--- src/rtl/twi_mem_pkg.sv ---
package twi_mem_pkg;

    // Position of the engine within a byte transfer
    typedef enum logic [2:0] {
        ST_IDLE,     // ignoring the bus until a Start
        ST_RX,       // shifting in a byte from the master
        ST_ACKWAIT,  // byte complete, waiting for SCL low to drive the answer
        ST_ACK,      // ninth clock; the next fall begins a new byte
        ST_TX,       // shifting a byte out to the master
        ST_MACK      // SDA released, sampling the master's answer
    } phase_e;

    // Meaning of the byte being received
    typedef enum logic [1:0] {
        K_DEV,
        K_WORD,
        K_DATA
    } kind_e;

endpackage

--- src/rtl/twi_line_sync.sv ---
module twi_line_sync #(
    parameter int STAGES = 2
) (
    input  logic clk,
    input  logic rst_n,
    input  logic scl_i,
    input  logic sda_i,
    output logic scl_o,
    output logic sda_o,
    output logic rise_o,
    output logic fall_o,
    output logic start_o,
    output logic stop_o
);

    typedef struct packed {
        logic [STAGES-1:0] scl;
        logic [STAGES-1:0] sda;
        logic              scl_p;
        logic              sda_p;
    } sync_t;

    sync_t q, d;

    always_comb begin
        d       = q;
        d.scl   = {q.scl[STAGES-2:0], scl_i};
        d.sda   = {q.sda[STAGES-2:0], sda_i};
        d.scl_p = q.scl[STAGES-1];
        d.sda_p = q.sda[STAGES-1];
    end

    always_ff @(posedge clk or negedge rst_n) begin
        if (!rst_n) q <= '1;   // an idle bus has both lines high
        else        q <= d;
    end

    assign scl_o   = q.scl[STAGES-1];
    assign sda_o   = q.sda[STAGES-1];
    assign rise_o  = scl_o & ~q.scl_p;
    assign fall_o  = ~scl_o & q.scl_p;
    assign start_o = scl_o & q.scl_p & q.sda_p & ~sda_o;
    assign stop_o  = scl_o & q.scl_p & ~q.sda_p & sda_o;

endmodule

--- src/rtl/twi_byte_fsm.sv ---
module twi_byte_fsm
    import twi_mem_pkg::*;
#(
    parameter int         ADDR_W = 11,
    parameter int         PAGE_W = 3,
    parameter logic [3:0] DEV_ID = 4'b1010
) (
    input  logic              clk,
    input  logic              rst_n,
    input  logic              sda_i,
    input  logic              rise_i,
    input  logic              fall_i,
    input  logic              start_i,
    input  logic              stop_i,
    input  logic              wp_i,
    input  logic [7:0]        mem_rdata_i,
    output logic              sda_pull_o,
    output logic [ADDR_W-1:0] mem_addr_o,
    output logic [7:0]        mem_wdata_o,
    output logic              mem_we_o,
    output logic              mem_re_o
);

    localparam int LOW_W = ADDR_W - PAGE_W;

    typedef struct packed {
        phase_e            st;
        kind_e             kind;
        logic [3:0]        cnt;
        logic [7:0]        sh;
        logic [ADDR_W-1:0] ptr;
        logic              rw;
        logic              ack;
        logic              pull;
        logic              we;
        logic              re;
        logic              load;
        logic [ADDR_W-1:0] maddr;
        logic [7:0]        wdata;
    } fsm_t;

    fsm_t       q, d;
    logic [7:0] byte_v;

    assign byte_v = {q.sh[6:0], sda_i};

    always_comb begin
        d      = q;
        d.we   = 1'b0;
        d.re   = 1'b0;
        d.load = q.re;                 // RAM answers one cycle after the strobe
        if (q.load) d.sh = mem_rdata_i;

        if (start_i) begin
            d.st   = ST_RX;
            d.kind = K_DEV;
            d.cnt  = 4'd0;
            d.pull = 1'b0;
        end else if (stop_i) begin
            d.st   = ST_IDLE;
            d.pull = 1'b0;
        end else begin
            case (q.st)
                ST_RX: if (rise_i) begin
                    d.sh  = byte_v;
                    d.cnt = q.cnt + 4'd1;
                    if (q.cnt == 4'd7) begin
                        d.st  = ST_ACKWAIT;
                        d.ack = 1'b0;
                        case (q.kind)
                            K_DEV: if (byte_v[7:4] == DEV_ID) begin
                                d.ptr[ADDR_W-1:LOW_W] = byte_v[PAGE_W:1];
                                d.rw   = byte_v[0];
                                d.ack  = 1'b1;
                                d.kind = K_WORD;
                            end
                            K_WORD: begin
                                d.ptr[LOW_W-1:0] = byte_v[LOW_W-1:0];
                                d.ack  = 1'b1;
                                d.kind = K_DATA;
                            end
                            default: if (!wp_i) begin
                                d.we    = 1'b1;
                                d.maddr = q.ptr;
                                d.wdata = byte_v;
                                d.ptr   = q.ptr + ADDR_W'(1);
                                d.ack   = 1'b1;
                            end
                        endcase
                    end
                end
                ST_ACKWAIT: if (fall_i) begin
                    if (q.ack) begin
                        d.pull = 1'b1;
                        d.st   = ST_ACK;
                        if (q.rw) begin        // fetch the first read byte now
                            d.re    = 1'b1;
                            d.maddr = q.ptr;
                            d.ptr   = q.ptr + ADDR_W'(1);
                        end
                    end else begin
                        d.st = ST_IDLE;
                    end
                end
                ST_ACK: if (fall_i) begin
                    if (q.rw) begin
                        d.pull = ~q.sh[7];
                        d.sh   = {q.sh[6:0], 1'b0};
                        d.cnt  = 4'd1;
                        d.st   = ST_TX;
                    end else begin
                        d.pull = 1'b0;
                        d.cnt  = 4'd0;
                        d.st   = ST_RX;
                    end
                end
                ST_TX: if (fall_i) begin
                    if (q.cnt == 4'd8) begin
                        d.pull = 1'b0;
                        d.st   = ST_MACK;
                    end else begin
                        d.pull = ~q.sh[7];
                        d.sh   = {q.sh[6:0], 1'b0};
                        d.cnt  = q.cnt + 4'd1;
                    end
                end
                ST_MACK: if (rise_i) begin
                    if (!sda_i) begin
                        d.re    = 1'b1;
                        d.maddr = q.ptr;
                        d.ptr   = q.ptr + ADDR_W'(1);
                        d.st    = ST_ACK;
                    end else begin
                        d.st = ST_IDLE;
                    end
                end
                default: ;
            endcase
        end
    end

    always_ff @(posedge clk or negedge rst_n) begin
        if (!rst_n) q <= '0;
        else        q <= d;
    end

    assign sda_pull_o  = q.pull;
    assign mem_addr_o  = q.maddr;
    assign mem_wdata_o = q.wdata;
    assign mem_we_o    = q.we;
    assign mem_re_o    = q.re;


    idle_hold_chk: assert property (@(posedge clk) disable iff (!rst_n)
        (q.st == ST_IDLE && !start_i) |=> (q.st == ST_IDLE));


    wp_block_chk: assert property (@(posedge clk) disable iff (!rst_n)
        mem_we_o |-> !$past(wp_i));


    we_ack_chk: assert property (@(posedge clk) disable iff (!rst_n)
        mem_we_o |-> (q.st == ST_ACKWAIT && q.ack));


    strobe_excl_chk: assert property (@(posedge clk) disable iff (!rst_n)
        !(mem_we_o && mem_re_o));

endmodule

--- src/rtl/twi_mem_slave.sv ---
module twi_mem_slave
    import twi_mem_pkg::*;
#(
    parameter int         ADDR_W      = 11,
    parameter int         PAGE_W      = 3,
    parameter int         SYNC_STAGES = 2,
    parameter logic [3:0] DEV_ID      = 4'b1010
) (
    input  logic              clk,
    input  logic              rst_n,
    input  logic              scl_i,
    input  logic              sda_i,
    input  logic              wp_i,
    output logic              sda_pull_o,
    output logic [ADDR_W-1:0] mem_addr_o,
    output logic [7:0]        mem_wdata_o,
    output logic              mem_we_o,
    output logic              mem_re_o,
    input  logic [7:0]        mem_rdata_i
);

    logic scl_s, sda_s, rise, fall, start, stop;

    twi_line_sync #(.STAGES(SYNC_STAGES)) u_sync (
        .clk     (clk),
        .rst_n   (rst_n),
        .scl_i   (scl_i),
        .sda_i   (sda_i),
        .scl_o   (scl_s),
        .sda_o   (sda_s),
        .rise_o  (rise),
        .fall_o  (fall),
        .start_o (start),
        .stop_o  (stop)
    );

    twi_byte_fsm #(
        .ADDR_W (ADDR_W),
        .PAGE_W (PAGE_W),
        .DEV_ID (DEV_ID)
    ) u_fsm (
        .clk         (clk),
        .rst_n       (rst_n),
        .sda_i       (sda_s),
        .rise_i      (rise),
        .fall_i      (fall),
        .start_i     (start),
        .stop_i      (stop),
        .wp_i        (wp_i),
        .mem_rdata_i (mem_rdata_i),
        .sda_pull_o  (sda_pull_o),
        .mem_addr_o  (mem_addr_o),
        .mem_wdata_o (mem_wdata_o),
        .mem_we_o    (mem_we_o),
        .mem_re_o    (mem_re_o)
    );


    sda_edge_chk: assert property (@(posedge clk) disable iff (!rst_n)
        !$stable(sda_pull_o) |-> !scl_s);

endmodule

--- config.mk ---
export PLATFORM = sky130hd
export DESIGN_NAME = twi_mem_slave
export DESIGN_NICKNAME = d
export VERILOG_FILES = /design/src/rtl/twi_mem_pkg.sv /design/src/rtl/twi_line_sync.sv /design/src/rtl/twi_byte_fsm.sv /design/src/rtl/twi_mem_slave.sv
export SDC_FILE = /design/constraint.sdc
export NUM_CORES = 1
export LEC_CHECK = 0
export BUFFER_PORTS_ARGS = -buffer_cell sky130_fd_sc_hd__buf_2
export CORE_AREA = 2 2 77 79
export DETAILED_ROUTE_END_ITERATION = 10
export DIE_AREA = 0 0 79 81
export PLACE_DENSITY = 0.82
export SYNTH_ARGS = -nofsm -noshare
export SYNTH_HDL_FRONTEND = slang
export SYNTH_HIERARCHICAL = 1
export SYNTH_SLANG_ARGS = --single-unit
--- constraint.sdc ---
create_clock -name clk -period 5.1 [get_ports clk]
set_input_delay 1.02 -clock clk [delete_from_list [all_inputs] [get_ports clk]]
set_output_delay 1.02 -clock clk [all_outputs]
set_load 0.03 [all_outputs]
---- Word-level counts from Yosys, hierarchy flattened ----
Cells that the tools add are included.
cells by class
  equal/unequal tests ..................... 37
  bitwise gates (word level) .............. 16
  reduce and logical (&&, ||, !) cells .... 20
  muxes and demuxes ....................... 72
  add/subtract/negate cells ............... 2
operator list
  cell                     number
  $mux W11                 11
  $mux W19                 4
  $pmux W11 S3             2
  $mux W12                 3
  $pmux W12 S3             1
  $mux W30                 1
  $mux W27                 1
  $mux W3                  8
  $reduce_and A12 Y1       2
  $mux W21                 1
  $mux W1                  20
  $ne A4 B4 Y1 const B     5
  $ne A2 B2 Y1 const B     9
  $ne A3 B3 Y1 const B     6
  $mux W2                  8
  $mux W8                  2
  $pmux W8 S2              1
  $pmux W3 S5              1
  $reduce_and A7 Y1        2
  $mux W13                 1
  $reduce_and A13 Y1       1
  $ne A4 B3 Y1 const B     3
  $reduce_and A6 Y1        2
  $add A11 B1 Y11 const B  1
  other kinds (26)         51
word-level totals
  word-level logic and storage cells ...... 165
  register bits ........................... 59
  bits of input ports ..................... 13
  output and inout bits ................... 22

---- Logic depth before layout (Yosys ltp) ----
Gate-level depths: netlist of the first run.
  depth in word-level cells ............... 8
  depth in mapped cells ................... 8
  gate-level depth less buffers ........... 7

---- By module ----
The synthesis of the first run kept the hierarchy.
by module, submodules not included
  module         cells an instance  times used  sequential area each (sq um)  area an instance (sq um)
  twi_byte_fsm   334                1           1326.3                        3225.6
  twi_line_sync  10                 1           157.7                         190.2

---- Worst setup path after synthesis of the first run ----
OpenSTA, ideal clock, no wires.
  kind .................................... register to register
  from .................................... register u_sync.q (netlist bit u_sync/sda_o)
  to ...................................... register u_fsm/q[31] (netlist bit)
  period minus slack after synthesis ...... 2.255 ns
  library setup time ...................... 0.126 ns
  cell stages (with the launch flop) ...... 8
  buffers on the path ..................... 1
  arrival ................................. 2.129 ns
  path slack .............................. 2.845 ns
  data required time ...................... 4.974 ns
  path through ............................ dfstp_2 and4b_1 or2_1 a21oi_2 o221ai_4 or2_1 clkbuf_1 o32a_1
on the way
  cells in the longest elaborated chain, start to end .. 4
  elaborated cells on any way between the ends .. 7
  those cells by class .................... eq/ne (1); bitwise (5); reduce/logical (1)
ends and longest elaborated chain
  what                                 line                 text
  from (decl)                          twi_line_sync.sv:23  sync_t q, d;
  from (signal assigned)               twi_line_sync.sv:34  if (!rst_n) q <= '1;
  from (signal assigned)               twi_line_sync.sv:35  else q <= d;
  $not A1 Y1                           twi_line_sync.sv:42  assign start_o = scl_o & q.scl_p & q.sda_p & ~sda_o;
  $and A1 B1 Y1                        twi_line_sync.sv:42
  net start                            twi_mem_slave.sv:22  logic scl_s, sda_s, rise, fall, start, stop;
  $not A1 Y1 (no source line)          -
  $reduce_and A12 Y1 (no source line)  -
  to (signal assigned)                 twi_byte_fsm.sv:143  if (!rst_n) q <= '0;
  to (signal assigned)                 twi_byte_fsm.sv:144  else q <= d;
  to (decl)                            twi_byte_fsm.sv:42   fsm_t q, d;
The timed path passes the listed nets, and every way through them passes these cells.
A chain may end at the register's enable or synchronous reset.

---- Worst setup path in the final report of the first run ----
  from .................................... register u_sync/q[1] (netlist bit)
  to ...................................... register u_fsm/q[31] (netlist bit)
on the way
  elaborated cells on any way between the ends .. 14
  those cells by class .................... eq/ne (3); bitwise (10); reduce/logical (1)
RTL lines
  what                                 line                 text
  $and A1 B1 Y1                        twi_line_sync.sv:41  assign fall_o = ~scl_o & q.scl_p;
  net fall                             twi_mem_slave.sv:22
  $ne A2 B2 Y1 (no source line)        -
  $reduce_and A12 Y1 (no source line)  -
The timed path passes the listed nets, and every way through them passes these cells.

==> results.txt, run 1 <==
- Antenna Cells: 0
- Post-CTS timing repair inserted 0 buffers for setup.
- Number of H-tree branching levels: 3
- Cell area after synthesis: 3420 µm²
- Share of the synthesized area in the top cell type: 38.8%
- Data on the critical path is required at its endpoint by 5.32 ns.
- Counting flops with a built-in enable in the synthesized netlist gives 0.
* Post-layout instance area: 3660 µm²
- Setup violations remaining at the end of the flow were counted as 0.
* Minimum clock period after layout: 2.82 ns
* Core Region: 5680 µm²
- Across the run, the number of max-cap violations was 0.
* Vias in the first global route: 2538
* CTS tree: done
* Power, Total: 1550 µW
* Number of storage elements in the synthesis netlist: 59
- The first routing iteration left 370 violations.
* Final Hold Viols: 0
* Most instantiated flip-flop cell in the synthesis netlist: sky130_fd_sc_hd__dfrtp_1
- For this run, asynchronously set or reset flops after synthesis account for 100%.
- Leftover overflow at the end of global routing: 0
* Clk Latency, worst-skew pair: 0.34 ns
- Summed over all cells, the static leakage comes to 0.00164 µW.
- Buffers inserted to repair hold after CTS numbered 0.
- Post-layout worst setup margin: 2.28 ns
- The library cells used most frequently in the layout, excluding fill and tap cells, are sky130_fd_sc_hd__dfrtp_1 (53), sky130_fd_sc_hd__buf_2 (34), sky130_fd_sc_hd__nand2_1 (27), sky130_fd_sc_hd__o21ai_0 (24).
* I/O Buffers: 34
- Hold crit path type: reg -> reg
- Top achievable clock speed: 354 MHz
- In this run the vertical extent of the chip is 81 µm.
- The first detailed-routing pass ran for 5 iterations.
- In this run the most critical hold path is launched from u_sync/d[5].
- Cell row count: 28
- Number of antenna violations at the first check in global routing: 0
* Critical Setup Path Class: reg -> reg
* Crit path DAT: 3.04 ns
- Number of nets produced by synthesis: 360
- In this run the worst setup path begins at u_sync/q[1].
* Max clock buf depth: 2
* Fin crit share: 55.3%
- At the end of the flow, the number of nets in the layout was 367.
* Die Outline Area: 6400 µm²
- Total routing resource utilization after global routing: 24.8%
- sky130_fd_sc_hd__dfrtp_1 takes more of the synthesized area than any other cell.
- Entering global routing, the biggest net connects 60 pins.
- Commonest non-fill, non-tap cell in the layout: sky130_fd_sc_hd__dfrtp_1
* Ratio of total power to cell area: 423 nW/µm²
* Final wirelength: 7460 µm
- Number of antenna-violating nets in the routed design: 0
* Weighted congestion at the end of routability-driven global placement: 0.909
- Relative max-transition margin: 39.9%
* Critical Path Sink Type: flip-flop
- Before CTS, the worst setup slack after placement is 2.35 ns.
- DR WL/cell: 17.3 µm
- Buffers inserted during clock tree synthesis total 9.
- The flow ran to the end, and the final reports show no timing, DRC or antenna violations.
- Synth top area cells: sky130_fd_sc_hd__dfrtp_1 (39%), sky130_fd_sc_hd__mux2_2 (5.3%), sky130_fd_sc_hd__dfstp_2 (4.6%)
- Share of synthesized area occupied by flip-flops and latches: 43.4%
- For this run, design rule violations remaining after detail routing come to 0.
- After detailed routing, the number of vias per cell comes to 6.25.
- Gates resized, CTS repair: 0
- Largest vdd supply drop: 0.234 mV
- RSZ-0062 raised after global routing: false
- Pin placement for this block handled 35 I/O pins.
- Clock-pin slew was measured on the worst setup and hold paths at 0.07 ns.
- Area growth syn-to-layout: 7.03%
- Across the routed clock network, the largest skew measured is 0.00928 ns.
- Placed standard-cell area: 3450 µm²
- Global-route wire length before repair: 12300 µm
- Max FO, Critical Path: 37
- YS warnings: 6
- Die Width: 79 µm
- The tree is rooted in a sky130_fd_sc_hd__clkbuf_8.
- Starting density of the core: 60.2%
* Total number of vias: 2694
- Average instance area after synthesis: 9.93 µm²
- Worst slew pin tran: 0.896 ns
* Post-Synthesis Cells: 344
- The worst register-to-register path begins at u_sync/q[1].
- The number of different library cells used by synthesis comes to 66.
- The worst setup path is launched from a flip-flop.
- For this design, the sink count on the clock tree is 59.
- After legalization and detailed placement, the total HPWL measured 4890 µm.
* Ratio of cells with drive above 1 in the final layout: 24.2%
* Total count of max-transition violations in the final report: 0
- Summed over all failing endpoints, the final setup total negative slack is 0 ns.
[layer usage]
layer | GRT usage (%) | vias up | part of all wire, %
met5 | 0 | - | 0
li1 | - | 1261 | -
met3 | 6.44 | 14 | 6.2
met4 | 10.9 | 0 | 1.7
met1 | 33.3 | 1291 | 45
met2 | 38.1 | 128 | 47
[where the power goes]
| part | total, µW | internal (µW) | switching [µW] |
|---|---|---|---|
| Combinational | 454 | 169 | 285 |
| Sequential | 658 | 537 | 121 |
| Clock | 435 | 239 | 196 |
[flip-flops by register name, summed over array words and instances (netlist names)]
name	cells
u_fsm/q	24
u_sync/d	2
u_fsm/mem_wdata_o	8
u_fsm/mem_re_o	1
u_fsm/mem_we_o	1
u_sync/q	2
u_sync/sda_o	1
u_fsm/mem_addr_o	11
u_fsm/sda_pull_o	1
u_fsm/byte_v	7
u_sync/scl_o	1
[cells in the mapped netlist (all sizes together), types with 4 or more instances]
| cell type | number |
|---|---|
| a211oi | 4 |
| a21oi | 17 |
| a31oi | 5 |
| and3 | 5 |
| buf | 29 |
| clkbuf | 10 |
| dfrtp | 53 |
| dfstp | 6 |
| inv | 9 |
| mux2 | 23 |
| mux2i | 6 |
| nand2 | 27 |
| nand2b | 5 |
| nand3 | 5 |
| nor2 | 16 |
| nor2b | 6 |
| nor3 | 9 |
| nor3b | 6 |
| o21ai | 28 |
| o31ai | 15 |
| or2 | 5 |
[cell type report]
class | instances | area (µm²)
Clock buffer | 10 | 138
Inverter | 9 | 33.8
Tap cell | 75 | 93.8
Fill cell | 476 | 2020
Timing Repair Buffer | 35 | 178
Clock inverter | 6 | 63.8
Sequential cell | 59 | 1480
Multi-Input combinational cell | 237 | 1670
[final timing paths]
path	endpoint	slack (ns)	depth (start not counted)
max	u_fsm/q[31]	2.28	6
min	u_sync/scl_o	0.36	0
max reg2reg	u_fsm/q[31]	2.28	6
min reg2reg	u_sync/scl_o	0.36	0
max in group asynchronous	u_fsm/q[52]	3.78	2
min in group asynchronous	u_fsm/mem_addr_o[1]	0.83	2
[cells by family (layout without fill, tap and decap cells)]
group	Yosys count	count (layout)	synth area share [%]
adder cells (fa/ha/maj)	3	3	1.10
flip-flops	59	59	43.4
multiplexers	29	29	9.34
buffers and inverters	48	60	7.80
AO/OA/AOI/OAI	97	97	19.5
AND/OR/NAND/NOR	106	106	18.3
XOR/XNOR	2	2	0.513
[critical path, cell delays in order (launching register included)]
cell and delay, ns:
sky130_fd_sc_hd__dfstp_2 0.55, sky130_fd_sc_hd__nor2b_1 0.54, sky130_fd_sc_hd__inv_1 0.21, sky130_fd_sc_hd__a2bb2oi_2 0.22
sky130_fd_sc_hd__o221ai_4 0.36, sky130_fd_sc_hd__or2_1 0.44, sky130_fd_sc_hd__o32a_1 0.38
[stage by stage]
stage	std cells	hold slack (ns)	util (%)
2_1_floorplan	344	0.345	-
6_report	431	0.359	64.4
5_1_grt	431	0.362	64.4
3_3_place_gp	415	0.345	60.9
3_5_place_dp	415	0.349	60.9
4_1_cts	431	0.359	64.4
Power figures use the tool's default switching activity.
==> run 2, diff against run 1 <==
--- a/config.mk
+++ b/config.mk
@@ -6,10 +6,10 @@
 export NUM_CORES = 1
 export LEC_CHECK = 0
 export BUFFER_PORTS_ARGS = -buffer_cell sky130_fd_sc_hd__buf_2
-export CORE_AREA = 2 2 77 79
+export CORE_AREA = 2 2 80 82
 export DETAILED_ROUTE_END_ITERATION = 10
-export DIE_AREA = 0 0 79 81
-export PLACE_DENSITY = 0.82
+export DIE_AREA = 0 0 82 84
+export PLACE_DENSITY = 0.76
 export SYNTH_ARGS = -nofsm -noshare
 export SYNTH_HDL_FRONTEND = slang
 export SYNTH_HIERARCHICAL = 1
==> constraint.sdc (replaced) <==
create_clock -name clk -period 2.9 [get_ports clk]
set_input_delay 0.58 -clock clk [delete_from_list [all_inputs] [get_ports clk]]
set_output_delay 0.58 -clock clk [all_outputs]
set_load 0.03 [all_outputs]
==> run 2 against run 1 <==
Critical path type unchanged. Largest cell class unchanged. Core utilization decreased by 3.5 points. Final area increased by 1.5%. Global-route usage decreased by 1.5 points. Critical path depth unchanged. Final cell count increased by 2.1%. Highest routed layer unchanged. Maximum frequency increased by 13%. Count of clock-buffer cells in the layout decreased by 1.
==> results.txt, run 2 (same netlist as run 1, synthesis figures left out) <==
* Largest register by flop count: u_fsm/q
* Gates resized, CTS repair: 0
* Global-route wire length before repair: 12300 µm
* Number of cells in the design after placement: 424
* Core utilization of the finished layout: 60.9%
* Vias in the first global route: 2540
- Max reg flops: 24
* Critical path's most frequent cell: sky130_fd_sc_hd__or2_1
- Final wirelength: 7330 µm
- In this run, the clock network consumes 27.8% of the power.
* Final hold slack: 0.325 ns
* Relative max-transition margin: 52.0%
* Clock skew: 0.00617 ns
* Worst path slowest cell: sky130_fd_sc_hd__dfstp_2
- Row generation in the floorplan step produced 29 rows.
* Highest-count cells in the layout ignoring fill and taps: sky130_fd_sc_hd__dfrtp_1 (53), sky130_fd_sc_hd__buf_2 (34), sky130_fd_sc_hd__nand2_1 (27), sky130_fd_sc_hd__o21ai_0 (24)
- Top achievable clock speed: 399 MHz
- The flow ran to the end, and the final reports show no timing, DRC or antenna violations.
* Number of H-tree branching levels: 3
- Switching share of total power: 39.3%
* Number of standard cells in the layout, taps in and fillers out: 440
* DRC viols: 0
- 35 I/O pins were placed.
- For this design the total switching power over the nets is 1080 µW.
- Flop pwr share: 42.0%
* Area growth syn-to-layout: 8.64%
- Die Outline Area: 6890 µm²
- Across the VDD grid, the largest voltage drop is 0.458 mV.
- Buffers placed on the I/O ports in this run total 34.
- Dividing the detail-routed wire length by the instance count gives 16.6 µm.
* Setup total negative slack: 0 ns
- The library cell used most frequently in the layout, excluding fill and tap cells, is sky130_fd_sc_hd__dfrtp_1.
* Critical Setup Path Class: reg -> reg
* Weighted congestion at the end of routability-driven global placement: 0.934
- The share of total power dissipated in combinational logic is 30.2%.
* 1st-iter DRT viols: 194
- Walking the worst path, the cells encountered are and4b_1 -> or2_1 -> a21oi_2 -> o221ai_4 -> or2_1 -> o32a_1.
- The number of hold buffers added after CTS was 0.
* Max capacitance violation total: 0
- Data arrives at the worst endpoint at 2.74 ns.
* Leftover overflow at the end of global routing: 0
* Max FO, Critical Path: 14
- Leakage: 0.00166 µW
- The later pin in the worst-skew pair is clocked with a latency of 0.34 ns.
- Iteration count of the initial detailed-routing pass: 5
- Entering global routing, the biggest net connects 60 pins.
- The die is 84 µm tall.
- Summing all placed instances gives a cell area of 3510 µm².
* Die Width: 82 µm
- Total clock buffers created by CTS: 9
- The HPWL after detailed placement is 4950 µm.
- STA classifies the critical path endpoint as a flip-flop.
* Final Hold Viols: 0
* Ratio of total power to cell area: 741 nW/µm²
* Core Region: 6100 µm²
- Total routing resource utilization after global routing: 23.3%
- Setup Buffers After CTS: 0
* CTS tree: done
- Of the cells placed in the final design, the portion with a size suffix greater than 1 is 25.6%.
- Setup repair after global routing left no endpoint under its margin.
* Starting density of the core: 56.0%
- The longest clock path from root to sink contains 2 buffers.
* Antenna Cells: 0
- The worst hold path belongs to the class in -> reg.
* Total setup violations reported at the end of the flow: 0
* Clock-pin slew of the registers on the worst-case setup and hold paths: 0.08 ns
- The internal portion of the total power is 1670 µW.
* Sink Count: 59
- The number of pins with negative max-slew slack in the final report was 0.
- Post-layout instance area: 3710 µm²
* Fin crit share: 86.4%
* Total number of vias: 2688
- The tree is rooted in a sky130_fd_sc_hd__clkbuf_8.
- The net count of the finished layout is 374.
- Data required time of the critical path: 3.13 ns
* Vias per inst: 6.11
- For this run, the slowest stage of the critical path takes 0.64 ns.
- CP startpoint kind: flip-flop
* Worst slew pin tran: 0.720 ns
- Minimum clock period after layout: 2.51 ns
- Number of antenna violations at the first check in global routing: 0
- Number of antenna-violating nets in the routed design: 0
run 2: cell types whose count changed in the layout (fill, tap and decap cells not counted), sizes merged:
cell | previous run | this run
buf | 35 | 42
clkinvlp | 2 | 4
clkbuf | 10 | 9
clkinv | 2 | 1
run 2: worst paths after layout:
check	slack (ns)	cells after the start	startpoint	end
max	0.39	6	u_sync/sda_o	u_fsm/q[31]
min	0.33	1	sda_i	u_sync/d[3]
max reg2reg	0.39	6	u_sync/sda_o	u_fsm/q[31]
min reg2reg	0.36	0	u_sync/d[3]	u_sync/sda_o
max in group asynchronous	2.04	2	rst_n	u_fsm/q[32]
min in group asynchronous	0.37	2	rst_n	u_fsm/mem_addr_o[3]
run 2: metal layers:
metal  global-route usage [%]  vias up  wire length, µm
met2                     34.5       89             3430
met5                        0        -                0
met1                     32.3     1308             3380
li1                         -     1275                -
met4                     10.3        0              134
met3                     5.30       16              378
run 2: critical path, delay by kind of cell (launching register included):
kind | cells | cell delay (ns)
simple gates | 3 | 1.00
compound gates | 3 | 0.75
flops | 1 | 0.64
run 2: power groups by stage:
stage / Sequential (µW) / Combinational [µW] / Clock [µW]
after CTS: 1150 / 826 / 779
after global routing: 1180 / 921 / 812
after global placement: 1160 / 801 / 0
after floorplan: 1060 / 725 / 0
final: 1150 / 829 / 766
after detailed placement: 1170 / 817 / 0
run 2: final cells by class:
class                      count  area [µm²]
clock buffer                   9         124
clock inverter                 7        77.6
fill                         531        2380
inverter                       9        33.8
multi-input combinational    237        1670
sequential                    59        1480
tap                           77        96.3
timing repair buffer          42         230
run 2: per-stage QoR:
stage | setup WS [ns] | power, µW
floorplan | 0.645 | 1780
global placement | 0.484 | 1960
detailed placement | 0.419 | 1980
CTS | 0.412 | 2750
global route | 0.294 | 2910
finish | 0.394 | 2750
==> run 3, diff against run 2 <==
--- a/config.mk
+++ b/config.mk
@@ -9,6 +9,7 @@
 export CORE_AREA = 2 2 80 82
 export DETAILED_ROUTE_END_ITERATION = 10
 export DIE_AREA = 0 0 82 84
+export GPL_TIMING_DRIVEN = 0
 export PLACE_DENSITY = 0.76
 export SYNTH_ARGS = -nofsm -noshare
 export SYNTH_HDL_FRONTEND = slang
==> run 3 against run 2 <==
Final area increased by 4.8%. Sequential cell count unchanged. Count of clock-buffer cells in the layout increased by 1. Sequential power decreased by 4%. Final cell count increased by 7.0%. Power increased by 2.1%. Critical endpoint unchanged. Combinational power increased by 14%. First-iteration DRC count increased by 19%. Core utilization increased by 2.9 points. Clock power decreased by 0.8%. Non-clock buffer count increased by 31.
==> results.txt, run 3 (same netlist as run 1, synthesis figures left out) <==
- Summed over all nets, the half-perimeter wirelength after detailed placement is 5250 µm.
- CP top delay family: simple AND/OR/NAND/NOR gates
* DR WL/cell: 16.2 µm
* Max clock buf depth: 2
* Max reg flops: 24
- The die is 82 µm wide.
* Total number of vias: 2833
* Highest-count cells in the layout ignoring fill and taps: sky130_fd_sc_hd__dfrtp_1 (53), sky130_fd_sc_hd__buf_2 (41), sky130_fd_sc_hd__nand2_1 (27), sky130_fd_sc_hd__o21ai_0 (24), sky130_fd_sc_hd__buf_4 (21)
- The library cell used most frequently in the layout, excluding fill and tap cells, is sky130_fd_sc_hd__dfrtp_1.
- In this run, the number of DRC markers left after iteration 0 of detailed routing was 231.
* Pin count of the biggest net entering global routing: 60
- For this design the ratio of total power to cell area is 722 nW/µm².
- Data required time of the critical path: 3.13 ns
- The area growth from synthesis to layout is 13.8%.
- The flow ran to the end, and the final reports show no timing, DRC or antenna violations.
- R2r worst-path depth: 7
- Sink Count: 59
- Timing analysis after detailed placement gives a worst setup slack of 0.289 ns.
- The largest single stage delay on the critical path is 0.67 ns.
- Minimum clock period after layout: 2.66 ns
* I/O Buffers: 34
- Global routing consumed, on the met3 layer, 4.11% of the routing resources.
- Ordered list of cells on the worst path: and4b_1 -> or2_1 -> a21oi_2 -> o221ai_4 -> or2_1 -> clkbuf_1 -> o32a_1
* Number of standard cells in the layout, taps in and fillers out: 471
- Y dimension of the die: 84 µm
* Number of buffers and inverters on the critical path: 1
* Core Region: 6100 µm²
* Crit path DAT: 2.90 ns
- For this run, the detailed router's first-pass iteration total came to 5.
- Number of cells in the design after placement: 455
- Placed standard-cell area: 3680 µm²
- TritonCTS built the clock tree.
- Vias in the first global route: 2681
* Total setup violations reported at the end of the flow: 0
* Cts hold-fix bufs: 0
* Layer with the highest usage after global routing: met2
- In the final layout, the share of cells above drive strength 1 is 28.9%.
* Fill count: 516
- DRC viols: 0
- STA classifies the critical path endpoint as a flip-flop.
- Final wirelength: 7610 µm
- Multi-input combinational cell area: 1670 µm²
* Total routing resource utilization after global routing: 24.3%
- Headroom to the max-slew limit came out at 51.5%.
* Gates resized, CTS repair: 0
- Cell chosen for the clock root: sky130_fd_sc_hd__clkbuf_8
* Cell row count: 29
* Largest register by flop count: u_fsm/q
* Number of antenna violations at the first check in global routing: 0
- Fin crit share: 91.8%
- The number of pins with negative max-slew slack in the final report was 0.
- The floorplan step defined a die boundary enclosing 6890 µm².
* Leakage: 0.00179 µW
- The H-tree generated during clock tree synthesis spans 3 levels.
* Leftover overflow at the end of global routing: 0
* Critical path's most frequent cell: sky130_fd_sc_hd__or2_1
- Among all stages on the critical path, the largest delay is contributed by sky130_fd_sc_hd__dfstp_2.
- Post-layout worst setup margin: 0.238 ns
* Sequential standard cell area: 1480 µm²
- Clock-pin slew was measured on the worst setup and hold paths at 0.07 ns.
- In this run the worst hold path is classified as in -> async.
- The number of antenna diodes in the final layout is 0.
* Starting density of the core: 56.0%
* Max FO, Critical Path: 11
- Once the clock tree was built, the setup fixing pass inserted 0 buffers.
* Number of cells on the critical path: 7
* Top achievable clock speed: 376 MHz
* Slack of the worst reg-to-reg path: 0.24 ns
- For this run, the post-layout net count is 405.
* Weighted congestion at the end of routability-driven global placement: 0.936
* Met1 track demand over resource: 32.2%
- Setup repair after global routing left no endpoint under its margin.
- Vias per inst: 6.01
* Largest vdd supply drop: 0.484 mV
- The number of endpoints with negative hold slack in the final report was 0.
- Global-route wire length before repair: 12800 µm
* Post-layout instance area: 3890 µm²
- CP startpoint kind: flip-flop
* Total clock buffers created by CTS: 9
* Critical Setup Path Class: reg -> reg
* Setup total negative slack: 0 ns
* Worst slew pin tran: 0.728 ns
- Met2 routing resource usage after global routing: 37.5%
* Clock skew: 0.00947 ns
- Clk Latency, worst-skew pair: 0.35 ns
* Number of antenna-violating nets in the routed design: 0
- The tool flagged a number of max-cap violations equal to 0.
* Top Ports: 35
-- run 3: per-layer routing --
metal / share of wire, % / routed length [µm]
met3: 4.7 / 360
met4: 3.1 / 237
met2: 48 / 3630
met1: 44 / 3390
met5: 0 / 0
-- run 3: power by group --
group          switching [µW]  leakage, µW  internal, µW
clock                     343    0.0000905           418
sequential                154     0.000784           945
combinational             591     0.000912           358
total                    1090      0.00179          1720
-- run 3: layout make-up --
type                       count  area share [%]
clock buffer                  10            3.54
tap                           77            2.48
sequential                    59            38.2
multi-input combinational    237            42.8
inverter                       9           0.869
timing repair buffer          34            4.44
buffer                        39            5.99
clock inverter                 6            1.67
-- run 3: worst paths after layout --
check | startpoint | endpoint
setup / recovery | u_sync/sda_o | u_fsm/q[31]
hold reg to reg | u_sync/d[5] | u_sync/scl_o
hold / removal | rst_n | u_fsm/q[26]
max in group asynchronous | rst_n | u_fsm/q[51]
min in group clk | sda_i | u_sync/d[3]
setup reg to reg | u_sync/sda_o | u_fsm/q[31]
-- run 3: per-stage QoR --
stage	hold slack, ns	total power (µW)	util [%]
6_report	0.295	2810	63.8
3_5_place_dp	0.349	2040	60.4
2_1_floorplan	0.284	1780	-
4_1_cts	0.313	2810	63.7
5_1_grt	0.315	2980	63.8
3_3_place_gp	0.346	2010	60.4
-- run 3: worst reg2reg max path, delay by kind of cell, from the launching register on --
family	cells	cell delay, ns
simple gates	3	0.95
compound gates	3	0.76
flops	1	0.67
buf+inv	1	0.18
